`config.mk`:
```
export PLATFORM = sky130hd
export DESIGN_NAME = usbfs_tx_serializer
export DESIGN_NICKNAME = d
export VERILOG_FILES = /design/src/rtl/usbfs_tx_pkg.sv /design/src/rtl/usbfs_bit_timer.sv /design/src/rtl/usbfs_tx_ctrl.sv /design/src/rtl/usbfs_line_drv.sv /design/src/rtl/usbfs_pin_enc.sv /design/src/rtl/usbfs_tx_serializer.sv
export SDC_FILE = /design/constraint.sdc
export NUM_CORES = 1
export LEC_CHECK = 0
export BUFFER_PORTS_ARGS = -buffer_cell sky130_fd_sc_hd__buf_2
export CAP_MARGIN = 15
export CELL_PAD_IN_SITES_DETAIL_PLACEMENT = 1
export CELL_PAD_IN_SITES_GLOBAL_PLACEMENT = 1
export CORE_ASPECT_RATIO = 0.6
export CORE_MARGIN = 1
export CORE_UTILIZATION = 40
export DETAILED_ROUTE_END_ITERATION = 12
export PLACE_DENSITY = 0.84
export SYNTH_ARGS = -nofsm -noshare
export SYNTH_HDL_FRONTEND = slang
export SYNTH_SLANG_ARGS = --single-unit
```
`constraint.sdc`:
```
create_clock -name clk -period 2 [get_ports clk]
set_input_delay 0.1 -clock clk [delete_from_list [all_inputs] [get_ports clk]]
set_output_delay 0.1 -clock clk [all_outputs]
set_load 0.02 [all_outputs]
```
`src/rtl/usbfs_tx_pkg.sv`:
```
package usbfs_tx_pkg;

    localparam int unsigned BYTE_W = 8;

    typedef enum logic [2:0] {
        ST_IDLE,
        ST_SYNC,
        ST_DATA,
        ST_EOP_SE0A,
        ST_EOP_SE0B,
        ST_EOP_J
    } tx_state_t;

    typedef enum logic [1:0] {
        SYM_SE0 = 2'd0,
        SYM_J   = 2'd1,
        SYM_K   = 2'd2
    } line_sym_t;

    typedef enum logic [2:0] {
        EK_NONE,
        EK_BIT,
        EK_SE0,
        EK_J,
        EK_REL
    } emit_kind_t;

endpackage

```
`src/rtl/usbfs_bit_timer.sv`:
```
module usbfs_bit_timer #(
    parameter int unsigned CLKS_PER_BIT = 4
) (
    input  logic clk,
    input  logic rst_n,
    input  logic run,
    output logic bit_end
);
    localparam int unsigned CW = (CLKS_PER_BIT > 2) ? $clog2(CLKS_PER_BIT) : 1;
    localparam logic [CW-1:0] LAST = CW'(CLKS_PER_BIT - 1);

    logic [CW-1:0] cnt;

    // Counter rests at zero while idle so every packet starts on a fresh bit.
    always_ff @(posedge clk or negedge rst_n) begin
        if (!rst_n) begin
            cnt <= '0;
        end else if (!run || cnt == LAST) begin
            cnt <= '0;
        end else begin
            cnt <= cnt + CW'(1);
        end
    end

    assign bit_end = run && (cnt == LAST);
endmodule

```
`src/rtl/usbfs_tx_ctrl.sv`:
```
module usbfs_tx_ctrl
    import usbfs_tx_pkg::*;
#(
    parameter int unsigned   STUFF_RUN    = 6,
    parameter logic [BYTE_W-1:0] SYNC_PATTERN = 8'h80
) (
    input  logic              clk,
    input  logic              rst_n,
    input  logic [BYTE_W-1:0] tx_data,
    input  logic              tx_valid,
    output logic              tx_ready,
    input  logic              bit_end,
    output logic              run,
    output emit_kind_t        emit_kind,
    output logic              emit_bit
);
    localparam int unsigned RUN_W = $clog2(STUFF_RUN + 1);
    localparam int unsigned REM_W = $clog2(BYTE_W);

    tx_state_t          state, nxt;
    logic [BYTE_W-1:0]  sh;
    logic [REM_W-1:0]   rem;
    logic [RUN_W-1:0]   ones;
    logic [RUN_W-1:0]   ones_base;
    logic               stuff_due;
    logic               load_en;
    logic               shift_en;
    logic [BYTE_W-1:0]  load_val;

    assign stuff_due = (ones == RUN_W'(STUFF_RUN));
    assign ones_base = (state == ST_IDLE) ? '0 : ones;
    assign run       = (state != ST_IDLE);

    // State register
    always_ff @(posedge clk or negedge rst_n) begin
        if (!rst_n) begin
            state <= ST_IDLE;
        end else begin
            state <= nxt;
        end
    end

    // Next state and per-clock outputs
    always_comb begin
        nxt       = state;
        emit_kind = EK_NONE;
        emit_bit  = 1'b1;
        tx_ready  = 1'b0;
        load_en   = 1'b0;
        shift_en  = 1'b0;
        load_val  = '0;
        unique case (state)
            ST_IDLE: begin
                if (tx_valid) begin
                    nxt       = ST_SYNC;
                    emit_kind = EK_BIT;
                    emit_bit  = SYNC_PATTERN[0];
                    load_en   = 1'b1;
                    load_val  = SYNC_PATTERN;
                end
            end
            ST_SYNC, ST_DATA: begin
                if (bit_end) begin
                    if (stuff_due) begin
                        emit_kind = EK_BIT;
                        emit_bit  = 1'b0;
                    end else if (rem != '0) begin
                        emit_kind = EK_BIT;
                        emit_bit  = sh[0];
                        shift_en  = 1'b1;
                    end else if (tx_valid) begin
                        nxt       = ST_DATA;
                        tx_ready  = 1'b1;
                        emit_kind = EK_BIT;
                        emit_bit  = tx_data[0];
                        load_en   = 1'b1;
                        load_val  = tx_data;
                    end else begin
                        nxt       = ST_EOP_SE0A;
                        emit_kind = EK_SE0;
                    end
                end
            end
            ST_EOP_SE0A: begin
                if (bit_end) begin
                    nxt       = ST_EOP_SE0B;
                    emit_kind = EK_SE0;
                end
            end
            ST_EOP_SE0B: begin
                if (bit_end) begin
                    nxt       = ST_EOP_J;
                    emit_kind = EK_J;
                end
            end
            ST_EOP_J: begin
                if (bit_end) begin
                    nxt       = ST_IDLE;
                    emit_kind = EK_REL;
                end
            end
            default: nxt = ST_IDLE;
        endcase
    end

    // Shift register, bit counter and run-of-ones counter
    always_ff @(posedge clk or negedge rst_n) begin
        if (!rst_n) begin
            sh   <= '0;
            rem  <= '0;
            ones <= '0;
        end else begin
            if (load_en) begin
                sh  <= {1'b0, load_val[BYTE_W-1:1]};
                rem <= REM_W'(BYTE_W - 1);
            end else if (shift_en) begin
                sh  <= {1'b0, sh[BYTE_W-1:1]};
                rem <= rem - REM_W'(1);
            end
            if (emit_kind == EK_BIT) begin
                ones <= emit_bit ? (ones_base + RUN_W'(1)) : '0;
            end else if (emit_kind == EK_REL) begin
                ones <= '0;
            end
        end
    end
endmodule

```
`src/rtl/usbfs_line_drv.sv`:
```
module usbfs_line_drv
    import usbfs_tx_pkg::*;
(
    input  logic       clk,
    input  logic       rst_n,
    input  emit_kind_t emit_kind,
    input  logic       emit_bit,
    output line_sym_t  sym,
    output logic       oe
);
    logic lvl_j;
    logic next_lvl_j;

    // NRZI: a zero inverts the level, a one keeps it
    always_comb begin
        next_lvl_j = emit_bit ? lvl_j : ~lvl_j;
    end

    always_ff @(posedge clk or negedge rst_n) begin
        if (!rst_n) begin
            lvl_j <= 1'b1;
            sym   <= SYM_J;
            oe    <= 1'b0;
        end else begin
            unique case (emit_kind)
                EK_NONE: ;
                EK_BIT: begin
                    lvl_j <= next_lvl_j;
                    sym   <= next_lvl_j ? SYM_J : SYM_K;
                    oe    <= 1'b1;
                end
                EK_SE0: begin
                    sym <= SYM_SE0;
                    oe  <= 1'b1;
                end
                EK_J: begin
                    lvl_j <= 1'b1;
                    sym   <= SYM_J;
                    oe    <= 1'b1;
                end
                EK_REL: begin
                    lvl_j <= 1'b1;
                    sym   <= SYM_J;
                    oe    <= 1'b0;
                end
                default: ;
            endcase
        end
    end
endmodule

```
`src/rtl/usbfs_pin_enc.sv`:
```
module usbfs_pin_enc
    import usbfs_tx_pkg::*;
(
    input  logic      fmt,
    input  line_sym_t sym,
    output logic      p,
    output logic      n
);
    always_comb begin
        case (sym)
            SYM_J:   {n, p} = 2'b01;
            SYM_K:   {n, p} = fmt ? 2'b10 : 2'b00;
            default: {n, p} = fmt ? 2'b00 : 2'b10;
        endcase
    end
endmodule

```
`src/rtl/usbfs_tx_serializer.sv`:
```
module usbfs_tx_serializer
    import usbfs_tx_pkg::*;
#(
    parameter int unsigned       CLKS_PER_BIT = 4,
    parameter int unsigned       STUFF_RUN    = 6,
    parameter logic [BYTE_W-1:0] SYNC_PATTERN = 8'h80
) (
    input  logic              clk,
    input  logic              rst_n,
    input  logic              pin_fmt,
    input  logic [BYTE_W-1:0] tx_data,
    input  logic              tx_valid,
    output logic              tx_ready,
    output logic              line_p,
    output logic              line_n,
    output logic              drv_en
);
    logic       run;
    logic       bit_end;
    emit_kind_t emit_kind;
    logic       emit_bit;
    line_sym_t  sym;

    usbfs_bit_timer #(.CLKS_PER_BIT(CLKS_PER_BIT)) timer_i (
        .clk     (clk),
        .rst_n   (rst_n),
        .run     (run),
        .bit_end (bit_end)
    );

    usbfs_tx_ctrl #(.STUFF_RUN(STUFF_RUN), .SYNC_PATTERN(SYNC_PATTERN)) ctrl_i (
        .clk       (clk),
        .rst_n     (rst_n),
        .tx_data   (tx_data),
        .tx_valid  (tx_valid),
        .tx_ready  (tx_ready),
        .bit_end   (bit_end),
        .run       (run),
        .emit_kind (emit_kind),
        .emit_bit  (emit_bit)
    );

    usbfs_line_drv line_i (
        .clk       (clk),
        .rst_n     (rst_n),
        .emit_kind (emit_kind),
        .emit_bit  (emit_bit),
        .sym       (sym),
        .oe        (drv_en)
    );

    usbfs_pin_enc enc_i (
        .fmt (pin_fmt),
        .sym (sym),
        .p   (line_p),
        .n   (line_n)
    );
endmodule

```
### Word level (Yosys, flattened, before mapping)

Cells that the tools add are included.

| storage, ports and cells | value |
|---|---|
| register bits | 23 |
| bits in latches | 0 |
| memory bits (writable) | 0 |
| memory bits (read-only) | 0 |
| input port bits | 12 |
| output and inout bits | 4 |
| word-level logic and storage cells | 105 |
| memories | 0 |

| cells by class | value |
|---|---|
| add/sub/neg operators | 3 |
| multipliers | 0 |
| divide/modulo/power cells | 0 |
| magnitude comparators | 0 |
| eq/ne operators | 20 |
| shifts and indexed selects | 0 |
| multiplexer cells | 58 |
| bitwise gates (word level) | 1 |
| reductions and logical operators | 15 |

Operators by type and width:

| cell | count |
|---|---|
| 8-bit two-way mux | 7 |
| 3-bit two-way mux | 17 |
| 3-bit case mux with 5 select lines | 2 |
| 1-bit two-way mux | 17 |
| 8-bit case mux with 2 select lines | 1 |
| 2-bit two-way mux | 7 |
| 2-bit != test, second input constant | 7 |
| 3-bit by 2-bit equality test with 1-bit output, second input constant | 4 |
| 3-bit equality test, second input constant | 4 |
| 1-bit case mux with 2 select lines | 6 |
| 3-bit nonzero test | 3 |
| 2-bit nonzero test | 4 |
| 7-bit AND reduction | 1 |
| 3-bit by 1-bit equality test with 1-bit output, second input constant | 2 |
| 2-bit case mux with 3 select lines | 1 |
| 2-bit equality test, second input constant | 2 |
| 2-bit OR reduction | 2 |
| 3-bit by 1-bit adder with 3-bit output, second input constant | 1 |
| 3-bit zero test | 1 |
| 3-bit OR reduction | 1 |
| 3-bit by 1-bit subtractor with 3-bit output, second input constant | 1 |
| 2-bit by 1-bit adder with 2-bit output, second input constant | 1 |
| 2-bit by 1-bit equality test with 1-bit output, second input constant | 1 |
| 1-bit logical AND | 1 |
| 3 further kinds | 3 |

### Depth between registers and ports, before layout

| depth | value |
|---|---|
| word-level depth | 8 |
| gate-level depth with buffers | 8 |
| gate-level depth less buffers | 7 |

### Hierarchy

A second synthesis with hierarchy kept.

| second synthesis, totals | value |
|---|---|
| cell total of the unflattened synthesis | 160 |
| area, all modules | 1457.6 µm² |

By module, submodules not included:

| module | instances | cells an instance | area each (µm²) | sequential area each (µm²) |
|---|---|---|---|---|
| usbfs_tx_ctrl | 1 | 126 | 1111.1 | 400.4 |
| usbfs_line_drv | 1 | 22 | 209.0 | 102.6 |
| usbfs_bit_timer | 1 | 6 | 91.3 | 50.0 |
| usbfs_pin_enc | 1 | 6 | 46.3 | 0.0 |

### Worst setup path after synthesis

Ideal clock, no wire load.

| timing | value |
|---|---|
| kind | register to register |
| start | reg ctrl_i.state[2] |
| end | reg ctrl_i.ones[2] |
| setup time | 64 ps |
| arrival time | 1745 ps |
| data required time | 1936 ps |
| setup slack | 191 ps |
| cell stages (with the launch flop) | 9 |
| buffers on the path | 1 |
| clock period less this slack | 1809 ps |
| cells stage by stage | dfrtp_1 > buf_2 > or3_1 > and2_2 > ha_1 > nor2_1 > nand2_1 > a211oi_1 > a21o_1 |

| between the ends | value |
|---|---|
| longest elaborated chain between the ends | 6 |
| elaborated cells on any way between the ends | 23 |
| classes of those cells | add/sub: 1; eq/ne: 7; mux: 10; reduce/logical: 5 |

RTL lines:

| what | line | text |
|---|---|---|
| from (decl) | usbfs_tx_ctrl.sv:20 | `tx_state_t state, nxt;` |
| from (signal assigned) | usbfs_tx_ctrl.sv:39 | `state <= nxt;` |
| 3-bit nonzero test | usbfs_tx_ctrl.sv:32 | `assign run = (state != ST_IDLE);` |
| 1-bit logical AND | usbfs_bit_timer.sv:25 | `assign bit_end = run && (cnt == LAST);` |
| 2-bit two-way mux, or another cell as far along | usbfs_tx_ctrl.sv:91 | `if (bit_end) begin` |
| 3-bit case mux with 5 select lines / 1-bit case mux with 2 select lines (equally long branches) | usbfs_tx_ctrl.sv:52 | `unique case (state)` |
| 3-bit by 1-bit equality test with 1-bit output, or another cell as far along | usbfs_tx_ctrl.sv:120 | `if (emit_kind == EK_BIT) begin` |
| 3-bit two-way mux / 2-bit nonzero test (equally long branches) | -- |  |
| to (signal assigned) | usbfs_tx_ctrl.sv:121 | `ones <= emit_bit ? (ones_base + RUN_W'(1)) : '0;` |
| to (decl) | usbfs_tx_ctrl.sv:23 | `logic [RUN_W-1:0] ones;` |

Several ways; a longest one is shown, not always the timed one.
A chain may end at the register's enable or synchronous reset.

### Worst setup path in the final report

| timing | value |
|---|---|
| start | reg ctrl_i.state[0] |
| end | reg line_i.sym[1] |

| between the ends | value |
|---|---|
| longest elaborated chain between the ends | 7 |
| elaborated cells on any way between the ends | 25 |
| classes of those cells | eq/ne: 9; mux: 10; reduce/logical: 6 |

RTL lines:

| what | line | text |
|---|---|---|
| 3-bit nonzero test | usbfs_tx_ctrl.sv:32 |  |
| 1-bit logical AND | usbfs_bit_timer.sv:25 |  |
| 2-bit two-way mux, or another cell as far along | usbfs_tx_ctrl.sv:91 |  |
| 3-bit case mux with 5 select lines / 1-bit case mux with 2 select lines (equally long branches) | usbfs_tx_ctrl.sv:52 |  |
| 3-bit equality test, or another cell as far along | usbfs_line_drv.sv:25 | `unique case (emit_kind)` |
| 2-bit OR reduction (no line) / 2-bit two-way mux (equally long branches) | -- |  |
| 2-bit case mux with 3 select lines / 3-bit nonzero test (equally long branches) | -- |  |
| to (signal assigned) | usbfs_line_drv.sv:29 | `sym <= next_lvl_j ? SYM_J : SYM_K;` |
| to (decl) | usbfs_line_drv.sv:8 | `output line_sym_t sym,` |

Several ways; a longest one is shown, not always the timed one.

==> reports/qor.txt <==
XOR/XNOR share of the synthesized area: 0.0183
Post-synth top cells: 20 x dfrtp_1, 17 x nand2_1, 11 x o21ai_0
Die W: 79.4 um
Core Rows: 16
run status: finished clean
largest family of logic cells by synthesized area: compound AO/OA/AOI/OAI gates
H-tree Lvls: 1
Core Box Area: 0.00334 mm^2
Synthesized Nets: 174
Area contributors post-synth: dfrtp_1 35%, ha_1 5.2%, a2bb2oi_1 4.9%, nand2_1 4.4%, o21ai_0 3.8%
min-delay src: tx_data[3]
Vias: 1,279
Synth top area share: 0.348
initial core utilization: 0.430
relative slew slack: 0.626
post-synthesis adder-cell area fraction: 0.0523
Synth Instances: 156
DR DRC count: 0
most frequent cell after synthesis: dfrtp_1
Post-synth EDFFs: 0
Slew Limit Fails: 0
setup violators final: 0
cell area after layout: 0.00170 mm^2
Tcrit/Tclk final: 0.976
worst r2r path cells: 6
Yosys cell types: 51
wire per inst: 17.8 um
area post-placement: 0.00159 mm^2
synth warn: 0
critical path arrival: 2160 ps
final hold violations: 0
Final HPWL DP: 2.98 mm
Final #Nets: 196
MaxCap Viol Count: 0
clk_lat worst skew: 270 ps
dpl cells: 217
Vias per Instance: 5.76
layout cell share with drive strength beyond 1: 0.277
Seq cells post-synth: 22
CP startpoint kind: flop
largest net degree at the start of global routing: 23
sequential share of the synthesized area: 0.385
vias in the first global route: 1,279
Setup crit end kind: flop
critical path class: flop to flop
die area: 0.00384 mm^2
initial antenna violation count: 0
CTS tree: done
Hold Path End: ctrl_i.sh[2]
post-synthesis async set-or-reset flop share: 1.00
worst reg2reg setup slack: 50 ps
Yosys top cell by area: dfrtp_1
R2R Path Start: ctrl_i.state[0]
post-synthesis mux area share: 0.00697
Top FF cell, synth: dfrtp_1
Die H: 48.4 um
GPL Wtd Cong: 0.938
Avg Cell Area, Syn: 9.21 um^2
CP required: 2200 ps
WL final: 3.96 mm
Final ANT Viol Nets: 0
fin cells: 222
Syn-to-layout area delta: 18.4%
hold depth: 3
n_diodes: 0
Leak: 0.000741 uW
Place WS: 44.2 ps
fraction of the mapped netlist area in simple logic gates: 0.236
min Tclk post-route: 1950 ps
fin util: 0.509
Clock Path Buffers: 2
GRT Util Overall: 0.229
global-route wire length before repair: 6.62 mm
root buffer cell: clkbuf_8
crit-path max FO: 7
Max Freq: 512 MHz
I/O pins: 16
setup repair bufs after CTS: 0
reg2reg end: line_i.sym[1]
Power Density: 1630 mW/mm^2
Slew @ Worst Pin: 559 ps
IO Port Bufs: 15
Num CTS Buffers: 3
CTS Sinks: 22
DR pass1 iterations: 4
Setup Skew: 3.91 ps
Synth Cell Area: 0.00144 mm^2
Synth Area in Compound Gates: 0.239
1st-iter DRT viols: 73
Worst-path clk slew: 80 ps
VDD IR-drop max: 721 uV
Final WS setup: 48.0 ps
remaining global-route overflow: 0
type of the worst min-delay path: input pin to flop
[flip-flops by register name, summed over array words and instances, names as in the netlist]
signal,count
line_i.oe,1
ctrl_i.rem,3
ctrl_i.ones,3
line_i.lvl_j,1
timer_i.cnt,2
ctrl_i.sh,7
line_i.sym,2
ctrl_i.state,3
[kinds of logic after synthesis]
logic type               Yosys count
AND/OR/NAND/NOR                   59
flip-flops                        22
multiplexers                       1
buffers and inverters             19
adder cells (fa/ha/maj)            6
AO/OA/AOI/OAI                     46
XOR/XNOR                           3
[final cells by class]
class | instances | area [um^2]
Fill cell | 389 | 1640
Tap cell | 45 | 56.3
Sequential cell | 22 | 553
Multi-Input combinational cell | 115 | 835
Clock buffer | 4 | 55.1
Inverter | 9 | 33.8
Timing Repair Buffer | 27 | 168
[where the power goes]
part,total [uW],internal [uW],switching (uW)
Clock,328,176,152
Sequential,821,672,149
Combinational,1620,719,898
Total,2770,1570,1200
[worst max-delay path, stage by stage (launching register included)]
cell and delay [ps]:
dfrtp_1 470, buf_4 210, nor2_4 190, a2bb2oi_1 170, o31ai_2 310, or3b_1 410, a21oi_2 130
[worst max path at each step]
stage                                from  depth (start not counted)  slack, ps             end
after floorplan           ctrl_i.state[2]                          8        190  ctrl_i.ones[2]
after global placement    ctrl_i.state[0]                          5        140    ctrl_i.sh[5]
after detailed placement    ctrl_i.rem[0]                          7         40   line_i.sym[1]
after global routing        ctrl_i.rem[0]                          7        -30   line_i.sym[1]
final                     ctrl_i.state[0]                          6         50   line_i.sym[1]
after CTS                 ctrl_i.state[0]                          5         30    ctrl_i.sh[5]
[cell usage in the layout (no fill, tap or decap), drive strengths merged, types with 2 or more instances in the layout]
| cell | instances |
|---|---|
| buf | 26 |
| dfrtp | 20 |
| nand2 | 17 |
| o21ai | 12 |
| inv | 9 |
| a2bb2oi | 8 |
| nand3 | 7 |
| a21oi | 7 |
| nor2 | 6 |
| ha | 6 |
| o211ai | 5 |
| nor3 | 4 |
| clkbuf | 4 |
| or3 | 3 |
| nand3b | 3 |
| nor4 | 3 |
| and2 | 3 |
| a21o | 3 |
| nor2b | 2 |
| o31ai | 2 |
| nor4b | 2 |
| dfstp | 2 |
| xnor2 | 2 |
| nand2b | 2 |
| and3 | 2 |
[layer usage]
metal,routed length [um],track usage,vias up,part of all wire
li1,-,-,609,-
met1,2060,0.344,626,0.52
met2,1670,0.323,33,0.42
met3,167,0.0566,11,0.042
met4,61,0.0606,0,0.015
met5,0,0,-,0
[through the flow]
stage                     hold slack (ps)  setup TNS, ps  power, uW
final                                53.4              0       2770
after global placement               87.5              0       2250
after global routing                 63.7          -28.0       2970
after detailed placement             99.7              0       2350
after CTS                            55.5              0       2700
after floorplan                      -196              0       1920
[timing repair]
item,in CTS,in global routing
gates resized for setup,1,8
hold endpoints to repair,20,0
hold buffers,1,0
pin swaps,0,4
endpoints found under the setup margin,1,11
Note: power is estimated with default switching activity, not from simulation.
